$ cat src/rtl/sca_pkg.sv
package sca_pkg;

  // Which of the three aliases of a register an access targets.
  typedef enum logic [1:0] {
    ALIAS_SET = 2'd0,
    ALIAS_CLR = 2'd1,
    ALIAS_VAL = 2'd2
  } alias_e;

endpackage

$ cat src/rtl/sca_decode.sv
module sca_decode
  import sca_pkg::*;
#(
  parameter int unsigned ADDR_W    = 32,
  parameter int unsigned WIN_BITS  = 14,
  parameter int unsigned NUM_REGS  = 8,
  parameter logic [ADDR_W-1:0] BASE_ADDR = '0
) (
  input  logic [ADDR_W-1:0]   paddr,
  output logic                hit,
  output logic [NUM_REGS-1:0] sel,
  output alias_e              kind
);

  localparam int unsigned WORD_W = WIN_BITS - 2;

  logic [WORD_W-1:0]   word;
  logic                in_win;
  logic [NUM_REGS-1:0] hit_set;
  logic [NUM_REGS-1:0] hit_clr;
  logic [NUM_REGS-1:0] hit_val;
  logic                unused_lowbits;

  assign word           = paddr[WIN_BITS-1:2];
  assign in_win         = (paddr[ADDR_W-1:WIN_BITS] == BASE_ADDR[ADDR_W-1:WIN_BITS]);
  assign unused_lowbits = ^paddr[1:0];

  genvar g;
  generate
    for (g = 0; g < NUM_REGS; g++) begin : g_slot
      localparam logic [WORD_W-1:0] W_SET = WORD_W'(3 * g);
      localparam logic [WORD_W-1:0] W_CLR = WORD_W'(3 * g + 1);
      localparam logic [WORD_W-1:0] W_VAL = WORD_W'(3 * g + 2);
      assign hit_set[g] = in_win && (word == W_SET);
      assign hit_clr[g] = in_win && (word == W_CLR);
      assign hit_val[g] = in_win && (word == W_VAL);
    end
  endgenerate

  assign sel = hit_set | hit_clr | hit_val;
  assign hit = |sel;

  always_comb begin
    if (|hit_clr)      kind = ALIAS_CLR;
    else if (|hit_val) kind = ALIAS_VAL;
    else               kind = ALIAS_SET;
  end

endmodule

$ cat src/rtl/sca_cell.sv
module sca_cell #(
  parameter int unsigned DATA_W = 32
) (
  input  logic              clk,
  input  logic              rst,
  input  logic              set_en,
  input  logic              clr_en,
  input  logic [DATA_W-1:0] mask,
  output logic [DATA_W-1:0] q
);

  always_ff @(posedge clk) begin
    if (rst)         q <= '0;
    else if (set_en) q <= q | mask;
    else if (clr_en) q <= q & ~mask;
  end

endmodule

$ cat src/rtl/sca_rdmux.sv
module sca_rdmux
  import sca_pkg::*;
#(
  parameter int unsigned DATA_W   = 32,
  parameter int unsigned NUM_REGS = 8
) (
  input  logic                       clk,
  input  logic                       rst,
  input  logic                       setup,
  input  logic                       pwrite,
  input  logic                       hit,
  input  logic [NUM_REGS-1:0]        sel,
  input  alias_e                     kind,
  input  logic [NUM_REGS*DATA_W-1:0] regs,
  output logic [DATA_W-1:0]          prdata,
  output logic                       pslverr
);

  logic [DATA_W-1:0] rd_val;

  always_comb begin
    rd_val = '0;
    for (int i = 0; i < NUM_REGS; i++) begin
      if (sel[i]) rd_val = rd_val | regs[i*DATA_W +: DATA_W];
    end
  end

  // Captured on the setup edge so the response is a flop output in the access phase.
  always_ff @(posedge clk) begin
    if (rst) begin
      prdata  <= '0;
      pslverr <= 1'b0;
    end else if (setup) begin
      pslverr <= !hit;
      prdata  <= (hit && !pwrite && kind == ALIAS_VAL) ? rd_val : '0;
    end else begin
      pslverr <= 1'b0;
      prdata  <= '0;
    end
  end

endmodule

$ cat src/rtl/sca_bank.sv
module sca_bank
  import sca_pkg::*;
#(
  parameter int unsigned ADDR_W    = 32,
  parameter int unsigned DATA_W    = 32,
  parameter int unsigned WIN_BITS  = 14,
  parameter int unsigned NUM_REGS  = 8,
  parameter logic [ADDR_W-1:0] BASE_ADDR = 32'h4000_0000
) (
  input  logic                       clk,
  input  logic                       rst,
  input  logic                       psel,
  input  logic                       penable,
  input  logic                       pwrite,
  input  logic [ADDR_W-1:0]          paddr,
  input  logic [DATA_W-1:0]          pwdata,
  output logic [DATA_W-1:0]          prdata,
  output logic                       pready,
  output logic                       pslverr,
  output logic [NUM_REGS*DATA_W-1:0] regs_o
);

  localparam int unsigned WORDS = 3 * NUM_REGS;

  initial begin
    if (WORDS > (1 << (WIN_BITS - 2)))
      $error("sca_bank: register aliases do not fit in the window");
  end

  logic                setup;
  logic                wr_done;
  logic                hit;
  logic [NUM_REGS-1:0] sel;
  alias_e              kind;

  assign setup   = psel && !penable;
  assign wr_done = psel && penable && pwrite && hit;
  assign pready  = 1'b1;

  sca_decode #(
    .ADDR_W   (ADDR_W),
    .WIN_BITS (WIN_BITS),
    .NUM_REGS (NUM_REGS),
    .BASE_ADDR(BASE_ADDR)
  ) u_decode (
    .paddr(paddr),
    .hit  (hit),
    .sel  (sel),
    .kind (kind)
  );

  genvar g;
  generate
    for (g = 0; g < NUM_REGS; g++) begin : g_reg
      logic set_en;
      logic clr_en;
      assign set_en = wr_done && sel[g] && (kind == ALIAS_SET);
      assign clr_en = wr_done && sel[g] && (kind == ALIAS_CLR);
      sca_cell #(.DATA_W(DATA_W)) u_cell (
        .clk   (clk),
        .rst   (rst),
        .set_en(set_en),
        .clr_en(clr_en),
        .mask  (pwdata),
        .q     (regs_o[g*DATA_W +: DATA_W])
      );
    end
  endgenerate

  sca_rdmux #(
    .DATA_W  (DATA_W),
    .NUM_REGS(NUM_REGS)
  ) u_rdmux (
    .clk    (clk),
    .rst    (rst),
    .setup  (setup),
    .pwrite (pwrite),
    .hit    (hit),
    .sel    (sel),
    .kind   (kind),
    .regs   (regs_o),
    .prdata (prdata),
    .pslverr(pslverr)
  );

endmodule

$ cat config.mk
export PLATFORM = sky130hd
export DESIGN_NAME = sca_bank
export DESIGN_NICKNAME = d
export VERILOG_FILES = /design/src/rtl/sca_pkg.sv /design/src/rtl/sca_decode.sv /design/src/rtl/sca_cell.sv /design/src/rtl/sca_rdmux.sv /design/src/rtl/sca_bank.sv
export SDC_FILE = /design/constraint.sdc
export NUM_CORES = 1
export LEC_CHECK = 0
export BUFFER_PORTS_ARGS = -buffer_cell sky130_fd_sc_hd__clkbuf_2
export CORE_AREA = 2 2 165 167
export CTS_BUF_LIST = sky130_fd_sc_hd__clkbuf_8
export CTS_CLUSTER_SIZE = 24
export DETAILED_ROUTE_END_ITERATION = 10
export DIE_AREA = 0 0 167 169
export PLACE_DENSITY = 0.81
export SLEW_MARGIN = 30
export SYNTH_ARGS = -nofsm -noshare
export SYNTH_HDL_FRONTEND = slang
export SYNTH_HIERARCHICAL = 1
export SYNTH_SLANG_ARGS = --single-unit
$ cat constraint.sdc
create_clock -name clk -period 3.9 [get_ports clk]
set_input_delay 0.78 -clock clk [delete_from_list [all_inputs] [get_ports clk]]
set_output_delay 0.78 -clock clk [all_outputs]
set_load 0.01 [all_outputs]
==> results_dict.tcl <==
set metrics [dict create \
    hpwl_um 31400 \
    path_class "input port to flop" \
    wl_met2_um 21500 \
    wl_met1_um 18700 \
    rsz0062_at_grt "false" \
    worst_pin_slew_ns 0.721 \
    cp.arrival_ns 3.55 \
    power_mw 6.04 \
    wl_um 46600 \
    yosysWarnings 6 \
    nNetsFinal 1832 \
    first_global_vias 12600 \
    synthFlopType "dfxtp_1" \
    ant_nets 0 \
    io_buffers 355 \
    cts_tree "done" \
    crit_family "simple AND/OR/NAND/NOR gates" \
    ir_drop_v 0.000335 \
    antenna_found_initial 0 \
    htree_levels 2 \
    cts_max_path_buffers 3 \
    synthCells 1422 \
    worst_slack_ns 0.843 \
    synth_commonest_cells "dfxtp_1 (289), nand2_1 (266), a21bo_1 (232), a21oi_2 (224), a22oi_1 (65)" \
    post-route-drc-count 0 \
    relSlewSlack 0.517 \
    drv_slew 0 \
    powerDensity_nw_per_um2 348 \
    seq_area_frac_synth 0.406 \
    grt_max_degree 96 \
    numCtsBuffers 48 \
    ys_ff_latch 289 \
    synth.distinct_cells 46 \
    dp_cells 2054 \
    vias_per_cell 6.05 \
    path_clk_slew_ns 0.07 \
    placed_area_um2 16300 \
    postLayoutCellArea_um2 17400 \
    post-place-ws_ns 0.328 \
    die_x_um 167 \
    endpoint_kind "flop" \
    path_max_fanout 21 \
    grt_use_total 0.318 \
    syn_to_final_growth_pct 21.7 \
    power_leakage_nw 6.61 \
    topRoutingLayerUsed "met4" \
    synth_edf_count 0 \
    dr_wl_met3_um 4210 \
    fin_crit_ns 3.06 \
    cp_cell_sequence "clkbuf_2 > nor4_1 > nand4_1 > or2_1 > a21oi_1 > nand3b_4 > nor4_2 > buf_4 > nand2_1 > a21oi_2" \
    fmax_mhz 327 \
    drive_gt1_frac 0.436 \
    worstSetupStartpointType "input port" \
    io_pins 359 \
    skew_ns 0.0180 \
    wl_per_cell_um 21.8 \
    die_y_um 169 \
    yosysMostFrequentCell "dfxtp_1" \
    core.rowCount 60 \
    synth.area.top_cells "dfxtp_1 (41%), a21bo_1 (16%), a21oi_2 (14%)" \
    crit_buf_inv 2 \
    setup_viol 0 \
    finalNonFillerCells 2140 \
    initial_core_util 0.538 \
    gp_congestion 0.889 \
    coreArea_um2 26500 \
    fin_crit_sh 0.784 \
    critPathSlowestCell "nand3b_4" \
    hp-class "flop to flop" \
    grt.overflow.total 0 \
    first_pass_iters 5 \
    antennaDiodeCount 0 \
    root_buffer "clkbuf_8" \
    clock_latency_ns 0.58 \
    die-area_um2 28200 \
    status "complete, no violations" \
    max-cap-violations 0 \
    fin_tns_setup_ns 0 \
    syn_area_um2 14300 \
    vias 13000 \
    syn-num-nets 1491 \
    first_iter_violations 1262 \
    max_stage_delay_ns 0.42 \
    hold_viol 0 \
    synth_area_leader_cell "dfxtp_1" \
    asyncSetResetFlopFracSynth 0 \
    synth_top_area_share 0.406 \
    clkSinkCount 289 \
    holdBufCountCts 0 \
    post-cts-setup-buffer-count 0 \
    ctsResizeCount 0 \
    grt_pass1_wl_um 72000 \
    cp_data_required_time_ns 4.39 \
    postSynthAreaPerCell_um2 10.0 \
]
logic make-up (layout without fill, tap and decap cells):
family / after synthesis / count (layout) / synth area share
buf+inv: 119 / 496 / 0.0556
xor+xnor: 2 / 2 / 0.00123
compound gates: 684 / 684 / 0.435
simple gates: 327 / 327 / 0.102
flops: 289 / 289 / 0.406
other cells: 1 / 1 / 0.000263
layer usage:
metal / track usage / vias up
li1: - / 5875
met2: 0.515 / 671
met1: 0.400 / 6275
met3: 0.0751 / 136
met5: 0 / -
met4: 0.153 / 0
final cells by class:
| cell class | instances | area (um^2) |
|---|---|---|
| Clock buffer | 67 | 922 |
| Timing Repair Buffer | 402 | 2280 |
| Clock inverter | 19 | 111 |
| Sequential cell | 289 | 5790 |
| Fill cell | 2088 | 9150 |
| Tap cell | 341 | 427 |
| Multi-Input combinational cell | 1014 | 7800 |
| Inverter | 8 | 30.0 |
stage by stage:
stage,hold WS (ns),util
6_report,0.583,0.655
5_1_grt,0.614,0.655
4_1_cts,0.573,0.655
3_5_place_dp,0.558,0.616
3_3_place_gp,0.535,0.616
2_1_floorplan,0.588,-
worst min-delay path, delay by kind of cell, from the launching register on:
family | cells | cell delay, ns
DFF | 1 | 0.35
AOI/OAI and AO/OA | 2 | 0.21
worst paths after layout:
kind,startpoint,end,slack [ns],cells past startpoint
worst min register to register,flop,u_rdmux/prdata[17],0.58,2
worst max-delay path,paddr[19],flop,0.84,10
worst min-delay path,flop,u_rdmux/prdata[17],0.58,2
worst max register to register,flop,u_rdmux/prdata[2],2.63,3
layout by cell type, fill, tap and decap left out, types with 2 or more instances in the layout:
cell type,netlist,final
nor2_1,6,6
nor3_1,6,2
a22oi_1,65,65
nor3_4,0,8
a22o_1,31,31
a21oi_1,36,35
buf_12,0,11
inv_1,8,18
nand3_1,2,2
buf_4,5,36
nor4_2,0,5
a21bo_2,24,24
dfxtp_1,289,289
nor3_2,8,4
a21oi_2,224,224
a21bo_1,232,232
a221oi_1,2,2
nor2b_1,6,6
clkinv_2,0,7
a31oi_1,33,33
nand2b_1,2,2
nand4_1,5,5
nor4_1,11,6
nor4_4,2,2
a221oi_2,31,31
clkbuf_8,0,67
clkbuf_2,0,354
nand2_1,266,266
power breakdown:
| part | switching (mW) | total [mW] | internal (mW) | leakage, nW |
|---|---|---|---|---|
| combinational | 0.184 | 0.225 | 0.0417 | 3.70 |
| clock | 1.27 | 2.86 | 1.59 | 0.581 |
| sequential | 0.000267 | 2.95 | 2.95 | 2.33 |
| total | 1.45 | 6.04 | 4.58 | 6.61 |
Power figures use the tool's default switching activity.
